$ cat src/rtl/ptw_pkg.sv
package ptw_pkg;

    localparam int LEVELS     = 4;
    localparam int IDX_W      = 9;
    localparam int VPN_W      = LEVELS * IDX_W;
    localparam int PAGE_SHIFT = 12;
    localparam int PTE_BYTES  = 8;
    localparam int PTE_W      = PTE_BYTES * 8;
    localparam int PPN_W      = 40;
    localparam int PA_W       = PPN_W + PAGE_SHIFT;
    localparam int LVL_W      = $clog2(LEVELS);
    localparam int IDX_SHIFT  = $clog2(PTE_BYTES);

    // entry bit positions
    localparam int BIT_PRESENT = 0;
    localparam int BIT_WRITE   = 1;
    localparam int BIT_USER    = 2;
    localparam int PPN_LSB     = PAGE_SHIFT;

    typedef enum logic [2:0] {
        ST_IDLE,
        ST_REQ,
        ST_WAIT,
        ST_CHECK,
        ST_DONE,
        ST_FAULT
    } walk_state_e;

    typedef enum logic [1:0] {
        CAUSE_NONE   = 2'b00,
        CAUSE_ABSENT = 2'b01,
        CAUSE_WRPROT = 2'b10,
        CAUSE_KERNEL = 2'b11
    } fault_cause_e;

    typedef struct packed {
        logic [PPN_W-1:0] ppn;
        logic             user;
        logic             writable;
        logic             present;
    } pte_fields_t;

    function automatic pte_fields_t split_pte(input logic [PTE_W-1:0] raw);
        pte_fields_t f;
        f.ppn      = raw[PPN_LSB +: PPN_W];
        f.user     = raw[BIT_USER];
        f.writable = raw[BIT_WRITE];
        f.present  = raw[BIT_PRESENT];
        return f;
    endfunction

    function automatic logic [IDX_W-1:0] vpn_slice(input logic [VPN_W-1:0] vpn,
                                                   input logic [LVL_W-1:0] lvl);
        logic [IDX_W-1:0] s;
        s = '0;
        for (int i = 0; i < LEVELS; i++) begin
            if (lvl == LVL_W'(i))
                s = vpn[(LEVELS-1-i)*IDX_W +: IDX_W];
        end
        return s;
    endfunction

endpackage

$ cat src/rtl/ptw_addr_gen.sv
module ptw_addr_gen
    import ptw_pkg::*;
(
    input  logic [PPN_W-1:0] table_ppn,
    input  logic [VPN_W-1:0] vpn,
    input  logic [LVL_W-1:0] level,
    output logic [PA_W-1:0]  entry_addr
);
    logic [IDX_W-1:0] idx;
    logic [PA_W-1:0]  table_base;
    logic [PA_W-1:0]  offset;

    always_comb begin
        idx        = vpn_slice(vpn, level);
        table_base = {table_ppn, {PAGE_SHIFT{1'b0}}};
        offset     = PA_W'({idx, {IDX_SHIFT{1'b0}}});
        entry_addr = table_base + offset;
    end
endmodule

$ cat src/rtl/ptw_pte_check.sv
module ptw_pte_check
    import ptw_pkg::*;
(
    input  logic [PTE_W-1:0] raw_pte,
    input  logic             is_last,
    input  logic             acc_write,
    input  logic             acc_user,
    output logic             fault,
    output fault_cause_e     cause,
    output pte_fields_t      fields
);
    always_comb begin
        fields = split_pte(raw_pte);
        fault  = 1'b0;
        cause  = CAUSE_NONE;
        if (!fields.present) begin
            fault = 1'b1;
            cause = CAUSE_ABSENT;
        end else if (is_last && acc_user && !fields.user) begin
            fault = 1'b1;
            cause = CAUSE_KERNEL;
        end else if (is_last && acc_write && !fields.writable) begin
            fault = 1'b1;
            cause = CAUSE_WRPROT;
        end
    end
endmodule

$ cat src/rtl/page_walker.sv
module page_walker
    import ptw_pkg::*;
(
    input  logic              clk,
    input  logic              rst,
    input  logic              walk_valid,
    output logic              walk_ready,
    input  logic [VPN_W-1:0]  walk_vpn,
    input  logic              walk_write,
    input  logic              walk_user,
    input  logic [PPN_W-1:0]  root_ppn,
    output logic              mem_req_valid,
    input  logic              mem_req_ready,
    output logic [PA_W-1:0]   mem_req_addr,
    input  logic              mem_rsp_valid,
    input  logic [PTE_W-1:0]  mem_rsp_data,
    output logic              res_valid,
    input  logic              res_ack,
    output logic              res_fault,
    output logic [1:0]        res_cause,
    output logic [LVL_W-1:0]  res_level,
    output logic [PPN_W-1:0]  res_ppn,
    output logic              res_writable,
    output logic              res_user
);
    localparam logic [LVL_W-1:0] LAST_LVL = LVL_W'(LEVELS - 1);

    walk_state_e        state;
    logic [VPN_W-1:0]   vpn_q;
    logic [PPN_W-1:0]   base_q;
    logic [LVL_W-1:0]   level_q;
    logic               wr_q;
    logic               usr_q;
    logic [PTE_W-1:0]   pte_q;

    logic               fault_q;
    fault_cause_e       cause_q;
    logic [LVL_W-1:0]   lvl_out_q;
    logic [PPN_W-1:0]   ppn_q;
    logic               wflag_q;
    logic               uflag_q;

    logic               is_last;
    logic               chk_fault;
    fault_cause_e       chk_cause;
    pte_fields_t        chk_fields;

    assign is_last = (level_q == LAST_LVL);

    ptw_addr_gen u_addr (
        .table_ppn  (base_q),
        .vpn        (vpn_q),
        .level      (level_q),
        .entry_addr (mem_req_addr)
    );

    ptw_pte_check u_check (
        .raw_pte   (pte_q),
        .is_last   (is_last),
        .acc_write (wr_q),
        .acc_user  (usr_q),
        .fault     (chk_fault),
        .cause     (chk_cause),
        .fields    (chk_fields)
    );

    always_ff @(posedge clk) begin
        if (rst) begin
            state     <= ST_IDLE;
            vpn_q     <= '0;
            base_q    <= '0;
            level_q   <= '0;
            wr_q      <= 1'b0;
            usr_q     <= 1'b0;
            pte_q     <= '0;
            fault_q   <= 1'b0;
            cause_q   <= CAUSE_NONE;
            lvl_out_q <= '0;
            ppn_q     <= '0;
            wflag_q   <= 1'b0;
            uflag_q   <= 1'b0;
        end else begin
            case (state)
                ST_IDLE: begin
                    if (walk_valid) begin
                        vpn_q   <= walk_vpn;
                        base_q  <= root_ppn;
                        wr_q    <= walk_write;
                        usr_q   <= walk_user;
                        level_q <= '0;
                        state   <= ST_REQ;
                    end
                end
                ST_REQ: begin
                    if (mem_req_ready)
                        state <= ST_WAIT;
                end
                ST_WAIT: begin
                    if (mem_rsp_valid) begin
                        pte_q <= mem_rsp_data;
                        state <= ST_CHECK;
                    end
                end
                ST_CHECK: begin
                    if (chk_fault) begin
                        fault_q   <= 1'b1;
                        cause_q   <= chk_cause;
                        lvl_out_q <= level_q;
                        ppn_q     <= '0;
                        wflag_q   <= 1'b0;
                        uflag_q   <= 1'b0;
                        state     <= ST_FAULT;
                    end else if (is_last) begin
                        fault_q   <= 1'b0;
                        cause_q   <= CAUSE_NONE;
                        lvl_out_q <= level_q;
                        ppn_q     <= chk_fields.ppn;
                        wflag_q   <= chk_fields.writable;
                        uflag_q   <= chk_fields.user;
                        state     <= ST_DONE;
                    end else begin
                        base_q  <= chk_fields.ppn;
                        level_q <= level_q + 1'b1;
                        state   <= ST_REQ;
                    end
                end
                ST_DONE, ST_FAULT: begin
                    if (res_ack)
                        state <= ST_IDLE;
                end
                default: state <= ST_IDLE;
            endcase
        end
    end

    assign walk_ready    = (state == ST_IDLE);
    assign mem_req_valid = (state == ST_REQ);
    assign res_valid     = (state == ST_DONE) || (state == ST_FAULT);
    assign res_fault     = fault_q;
    assign res_cause     = cause_q;
    assign res_level     = lvl_out_q;
    assign res_ppn       = ppn_q;
    assign res_writable  = wflag_q;
    assign res_user      = uflag_q;
endmodule

$ cat config.mk
export PLATFORM = sky130hd
export DESIGN_NAME = page_walker
export DESIGN_NICKNAME = d
export VERILOG_FILES = /design/src/rtl/ptw_pkg.sv /design/src/rtl/ptw_addr_gen.sv /design/src/rtl/ptw_pte_check.sv /design/src/rtl/page_walker.sv
export SDC_FILE = /design/constraint.sdc
export NUM_CORES = 1
export LEC_CHECK = 0
export BUFFER_PORTS_ARGS = -buffer_cell sky130_fd_sc_hd__buf_2
export CAP_MARGIN = 0
export CORE_MARGIN = 2
export CORE_UTILIZATION = 53
export DETAILED_ROUTE_END_ITERATION = 8
export PLACE_DENSITY = 0.87
export SYNTH_ARGS = -nofsm -noshare
export SYNTH_HDL_FRONTEND = slang
export SYNTH_SLANG_ARGS = --single-unit
$ cat constraint.sdc
create_clock -name clk -period 3.7 [get_ports clk]
set_input_delay 0.185 -clock clk [delete_from_list [all_inputs] [get_ports clk]]
set_output_delay 0.185 -clock clk [all_outputs]
set_load 0.02 [all_outputs]
==> impl_results.md, run 1 <==
- Number of detailed-routing iterations run before antenna repair: 5
- Period utilization: 0.669
- Maximum number of pins on one net before global-route repair: 75
- Number of fill cells: 935
- Final Wtd Congestion: between 0.8 and 0.9
- Antenna violations before repair: 1
- Worst setup path category: flip-flop to flip-flop
- Row Count: 41
- Clock buffer count from CTS: 17
- TritonCTS clock tree: done
- I/O pin count: 250
- Number of standard cells in the layout, taps in and fillers out: approximately 1200
- Post-CTS resize count: 0
- Global-route wire length before repair: around 31000 um
- Cell-by-cell trace of the critical path: ha_1 -> buf_4 -> nand3b_1 -> a31oi_4 -> buf_4 -> mux2i_1 -> nor2_1
- Number of vias after detailed routing: between 6000 and 7000
- Final worst path period need: between 2 and 2.5 ns
- Average vias per placed instance: 5.47
- Max frequency: 0.404 GHz
- Proportion of power drawn by the clock network: 0.404
- Part of the total power dissipated in combinational logic: 0.132
- Slew of the pin with the lowest slew margin: 1.01 ns
- Total internal power: 3220 uW
- Class of the most critical hold timing path: input port to flip-flop
- Peak supply drop: 0.348 mV
- Setup Viol. Count Final: 0
- Max Buffers Root-to-Sink: 2
- Hold Violations, Final: 0
- Layout cell share with drive strength beyond 1: 0.309
- Root Buffer Master: clkbuf_16
- Synthesized area per cell: 9.11 um^2
- DIE AREA: 13900 um^2
- Remaining global-route overflow: 0
- Placement Cell Area: 7990 um^2
- Count of H-tree levels built during CTS: 4
- Clock sink total: 173
- Average wire per standard cell: roughly 17 um
- Port buffer count: roughly 230
- Crit path max fanout: just over 40
- Ys Warns: 0
- Power density cells: 477 nW/um^2
- Worst hold margin: 0.00836 ns
- Crit-path slowest cell: buf_4
- Arrival time at the worst endpoint: 2.74 ns
- Die width: around 120 um
- FFs w/ async S/R, synth: 0
- Commonest cells after routing, fill and taps aside: buf_2, nand2_1, dfxtp_1
- Setup crit start kind: flip-flop
- Data required, critical path: 3.96 ns
- Part of the Yosys area used for sequential elements: 0.503
- Primary FF master, synth: dfxtp_1
- Synth Cell Area: about 7000 um^2
- Register share of total power: 0.464
- Synthesis-stage register bit count: 173
- Area inside the core boundary: 12700 um^2
- Worst clock skew: 0.0137 ns
- Number of DRC violations after detailed-routing iteration 0: around 620
- Sum of negative setup slack: 0 ns
- Detailed Route WL: between 15000 and 20000 um
- Post-route design area: 9050 um^2
- Number of flops mapped to enable cells by yosys: 0
- Starting density of the core: 0.543
- Detailed-placement wirelength estimate: 11500 um
- Total Routing Usage GR: 0.279
- Most frequent cell on the critical path: buf_4
- Net Sw Power: roughly 1100 uW
- Most common cell after layout, fill and taps aside: buf_2
- Setup repair after global routing missed its margin: false
- Number of maximum-capacitance constraint violations: 0
- Instance count after placement with tap cells included: ~1100
- Area grow syn2layout: 31.5%
- Drt drc: 0
- Vias in the first global route: 6311
- LEAKAGE: 0.00412 uW
- Pins Over Slew Limit: 0
- Count of unique library cells instantiated by Yosys: 32
- Cell count after synthesis: 755
- Worst-path clk slew: 0.06 ns
- Crit. End Element: flip-flop
- Die H: between 100 and 150 um
- Delay of the slowest cell on the worst path: 0.62 ns
- Final layout net count: 1149
- Max transition margin: 0.325
- Run status: finished clean
- Number of nets with antenna violations after detailed routing: 0
- Later-pin clock latency in the skew report: about 0.42 ns
- Sw frac: 0.254
==> cells in the mapped netlist, types with 4 or more instances <==
| master | number | share of area |
|---|---|---|
| a21oi_1 | 105 | 0.076 |
| mux2_2 | 40 | 0.065 |
| buf_4 | 4 | 0.0044 |
| o21ai_0 | 11 | 0.0080 |
| nor2_1 | 50 | 0.027 |
| inv_1 | 5 | 0.0027 |
| ha_1 | 5 | 0.0091 |
| dfxtp_1 | 173 | 0.50 |
| buf_6 | 6 | 0.0098 |
| nand3b_1 | 13 | 0.014 |
| clkbuf_1 | 28 | 0.015 |
| mux2i_1 | 43 | 0.063 |
| buf_2 | 23 | 0.017 |
| nand2_1 | 183 | 0.10 |
| a22o_1 | 42 | 0.053 |
==> through the flow <==
stage	worst slack (ns)	util	total power [uW]
global placement	1.36	0.631	2550
global route	1.11	0.714	4470
detailed placement	1.31	0.631	2560
finish	1.23	0.714	4320
CTS	1.30	0.714	4320
floorplan	1.80	-	2390
==> path summary, 6_finish.rpt <==
path | depth (start not counted) | end | from | slack (ns)
worst max-delay path | 7 | base_q[31] | level_q[0] | 1.23
worst min-delay path | 3 | pte_q[18] | mem_rsp_data[18] | 0.008
worst max register to register | 7 | base_q[31] | level_q[0] | 1.23
worst min register to register | 2 | vpn_q[26] | vpn_q[26] | 0.45
==> timing repair <==
action	4_1_cts	5_1_grt
hold buffers	48	0
buffers inserted	0	0
endpoints found under the hold margin	48	0
==> area by class of cell <==
cell class / count / area (um^2) / area share
clock buffer: 21 / 460 / 0.0509
antenna: 1 / 2.50 / 0.000276
timing repair buffer: 281 / 1670 / 0.184
clock inverter: 10 / 116 / 0.0129
sequential: 173 / 3460 / 0.383
inverter: 5 / 18.8 / 0.00207
tap: 172 / 215 / 0.0238
multi-input combinational: 518 / 3110 / 0.343
==> sequential cells by signal (all words and copies together) (netlist names) <==
register and count:
res_fault 1, res_ppn 40, vpn_q 36, res_level 2, usr_q 1, base_q 40, res_writable 1, res_cause 2
wr_q 1, res_user 1, state 3, level_q 2, pte_q 43
==> power by group through the flow <==
| stage | clock (uW) | combinational (uW) | sequential (uW) |
|---|---|---|---|
| final | 1740 | 572 | 2000 |
| after global routing | 1840 | 618 | 2010 |
| after CTS | 1760 | 561 | 2000 |
| after detailed placement | 0 | 517 | 2040 |
| after global placement | 0 | 509 | 2040 |
| after floorplan | 0 | 320 | 2070 |
==> worst max-delay path, delay by kind of cell (launching register included) <==
kind	cells	cell delay, ns
flip-flops	1	0.40
buffers and inverters	2	0.85
AND/OR/NAND/NOR	2	0.33
multiplexers	1	0.29
AO/OA/AOI/OAI	1	0.23
adder cells (fa/ha/maj)	1	0.17
==> logic make-up after synthesis <==
logic type / count (synthesis) / share of synthesized area
buffers and inverters: 66 / 0.0489
AOI/OAI and AO/OA: 165 / 0.149
DFF: 173 / 0.503
muxes: 83 / 0.128
and+or+nand+nor: 262 / 0.161
other: 1 / 0.000545
adders and majority gates: 5 / 0.00909
==> per-layer routing <==
metal / routed length (um) / vias up / GRT usage
met5: 0 / - / 0
met4: 672 / 0 / 0.141
met3: 1300 / 54 / 0.0649
met2: 9930 / 319 / 0.494
met1: 7630 / 3038 / 0.312
li1: - / 3044 / -
Power figures use the tool's default switching activity.
==> inputs of run 2 (changes only) <==
--- a/config.mk
+++ b/config.mk
@@ -8,9 +8,9 @@
 export BUFFER_PORTS_ARGS = -buffer_cell sky130_fd_sc_hd__buf_2
 export CAP_MARGIN = 0
 export CORE_MARGIN = 2
-export CORE_UTILIZATION = 53
+export CORE_UTILIZATION = 49
 export DETAILED_ROUTE_END_ITERATION = 8
-export PLACE_DENSITY = 0.87
+export PLACE_DENSITY = 0.81
 export SYNTH_ARGS = -nofsm -noshare
 export SYNTH_HDL_FRONTEND = slang
 export SYNTH_SLANG_ARGS = --single-unit
==> constraint.sdc (replaced) <==
create_clock -name clk -period 2.3 [get_ports clk]
set_input_delay 0.115 -clock clk [delete_from_list [all_inputs] [get_ports clk]]
set_output_delay 0.115 -clock clk [all_outputs]
set_load 0.02 [all_outputs]
==> impl_results.md, run 2 (synthesis results as in run 1) <==
- Post-route design area: 9570 um^2 (+5.7%)
- Most common cell after layout, fill and taps aside: buf_2
- Worst hold margin: 0.0202 ns (+0.0118 ns)
- Number of vias after detailed routing: 6521 (+1.0%)
- Drt drc: 0 (unchanged)
- I/O pin count: 250 (unchanged)
- Post-layout worst setup margin: 0.198 ns (-1.03 ns)
- Die width: 123 um (+3.9%)
- Worst clock skew: 0.0132 ns (-0.000411 ns)
- Instance count after placement with tap cells included: 1113 (+1.1%)
- Placement Cell Area: 8090 um^2 (+1.3%)
- Register with the highest flop count: pte_q
- Global-route wire length before repair: 31000 um (-0.40%)
- Root Buffer Master: clkbuf_16
- Cell-by-cell trace of the critical path: inv_1 -> ha_2 -> nand3b_1 -> a21oi_1 -> a21oi_1 -> o21ai_0 -> buf_2
- Number of DRC violations after detailed-routing iteration 0: 506 (-19%)
- Period utilization: 0.914
- Met1 layer wirelength in the final routing: 7970 um (+4.4%)
- Routed length on met2: 10200 um (+2.9%)
- Total Routing Usage GR: 0.263 (-0.0160)
- Sum of negative setup slack: 0 ns (unchanged)
- Crit path max fanout: 9 (-78%)
- Delay of the slowest cell on the worst path: 0.38 ns (-0.24 ns)
- Peak supply drop: 0.431 mV (+24%)
- Crit. End Element: primary output
- Commonest cells after routing, fill and taps aside: buf_2, nand2_1, dfxtp_1
- Arrival time at the worst endpoint: 1.99 ns (-0.75 ns)
- Detailed-placement wirelength estimate: 11700 um (+2.2%)
- Setup repair bufs after CTS: 0 (unchanged)
- Max Buffers Root-to-Sink: 2 (unchanged)
- Pins Over Slew Limit: 0 (unchanged)
- Highest metal layer with signal wires: met4
- Total internal power: 5420 uW (+68%)
- Proportion of power drawn by the clock network: 0.423 (+0.019)
- DIE AREA: 15000 um^2 (+7.9%)
- Final worst path period need: 2.10 ns
- R2R setup slack: 0.23 ns (-1.00 ns)
- Setup repair after global routing missed its margin: false
- Setup crit start kind: flip-flop
- Number of buffers and inverters on the critical path: 2 (unchanged)
- Worst-path clk slew: 0.06 ns (about the same)
- Maximum number of pins on one net before global-route repair: 105 (+40%)
- Setup Viol. Count Final: 0 (unchanged)
- Kind of cell adding the most delay to the critical path: compound AO/OA/AOI/OAI gates
- Hold Violations, Final: 0 (unchanged)
- Sw frac: 0.255 (+0.00153)
- Power density cells: 761 nW/um^2 (+59%)
- Area grow syn2layout: 39.0%
- Max FFs per register: 43 (unchanged)
- Part of the total power dissipated in combinational logic: 0.135 (+0.003)
- Clock sink total: 173 (unchanged)
- Antenna violations before repair: 1 (unchanged)
- Number of maximum-capacitance constraint violations: 0 (unchanged)
- Starting density of the core: 0.500 (-0.0435)
- Area inside the core boundary: 13800 um^2 (+8.7%)
- Die H: 123 um (+3.9%)
- Count of H-tree levels built during CTS: 4 (unchanged)
- Number of nets with antenna violations after detailed routing: 0 (unchanged)
- Worst setup path category: flip-flop to primary output
- Slew of the pin with the lowest slew margin: 0.542 ns (-0.469 ns)
- Remaining global-route overflow: 0 (unchanged)
- Max frequency: 0.476 GHz
- Data required, critical path: 2.18 ns (-1.78 ns)
- Row Count: 43 (+4.9%)
- Max transition margin: 0.639 (+0.313)
- Most frequent cell on the critical path: a21oi_1
- Run status: finished clean
- Met3 wire length: 1360 um (+4.5%)
- Average vias per placed instance: 5.31 (-2.8%)
- TritonCTS clock tree: done
- Vias in the first global route: 6394 (+1.3%)
- Net Sw Power: 1860 uW (+70%)
- Port buffer count: 225 (unchanged)
- Clock buffer count from CTS: 17 (unchanged)
- Crit-path slowest cell: dfxtp_1
- Class of the most critical hold timing path: input port to flip-flop
- Average wire per standard cell: 16.4 um (-1.0%)
- Later-pin clock latency in the skew report: 0.43 ns (about the same)
- Detailed Route WL: 20100 um (+2.9%)
- Final Wtd Congestion: 0.787 (-4.8%)
- LEAKAGE: 0.00433 uW (+5.2%)
- Number of standard cells in the layout, taps in and fillers out: 1228 (+4.0%)
- DP Worst Slack: 0.360 ns (-0.954 ns)
- Number of detailed-routing iterations run before antenna repair: 5 (unchanged)
- Register share of total power: 0.442 (-0.022)
- Layout cell share with drive strength beyond 1: 0.306 (-0.00290)
- Final layout net count: 1187 (+3.3%)
-- run 2: power groups by stage --
stage,Combinational [uW],Sequential (uW),Clock [uW]
6_report,983,3220,3080
5_1_grt,1060,3240,3250
4_1_cts,967,3220,3110
3_5_place_dp,853,3290,0
3_3_place_gp,841,3280,0
2_1_floorplan,514,3340,0
-- run 2: per-stage QoR --
| step | power [uW] | utilization |
|---|---|---|
| after floorplan | 3850 | - |
| after global placement | 4120 | 0.588 |
| after detailed placement | 4140 | 0.588 |
| after CTS | 7300 | 0.693 |
| after global routing | 7550 | 0.695 |
| final | 7280 | 0.695 |
-- run 2: repair_timing --
action,CTS,global route
endpoints found under the setup margin,1,7
hold buffers,82,0
resized for setup,1,4
endpoints found under the hold margin,82,0
-- run 2: routing by layer --
metal	track usage	up-vias
li1	-	3115
met2	0.464	294
met4	0.105	0
met5	0	-
met1	0.300	3064
met3	0.0725	48
-- run 2: tightest hold or removal path, delay by kind of cell --
| family | cells | cell delay [ns] |
|---|---|---|
| compound gates | 1 | 0.06 |
| buf+inv | 2 | 0.15 |
| simple gates | 1 | 0.08 |
-- run 2: final timing paths --
kind                                  from         endpoint  cells past startpoint
worst max-delay path            level_q[0]  mem_req_addr[6]                      7
worst min-delay path               res_ack         state[2]                      4
worst max register to register  level_q[0]       base_q[21]                      6
worst min register to register    vpn_q[6]         vpn_q[6]                      2
-- run 2: final cells by class --
cell class                      instances  area [um^2]
Clock inverter                         15          208
Clock buffer                           17          425
Antenna cell                            1         2.50
Inverter                                5         18.8
Tap cell                              180          225
Timing Repair Buffer                  319         2100
Sequential cell                       173         3460
Fill cell                             978         4210
Multi-Input combinational cell        518         3120
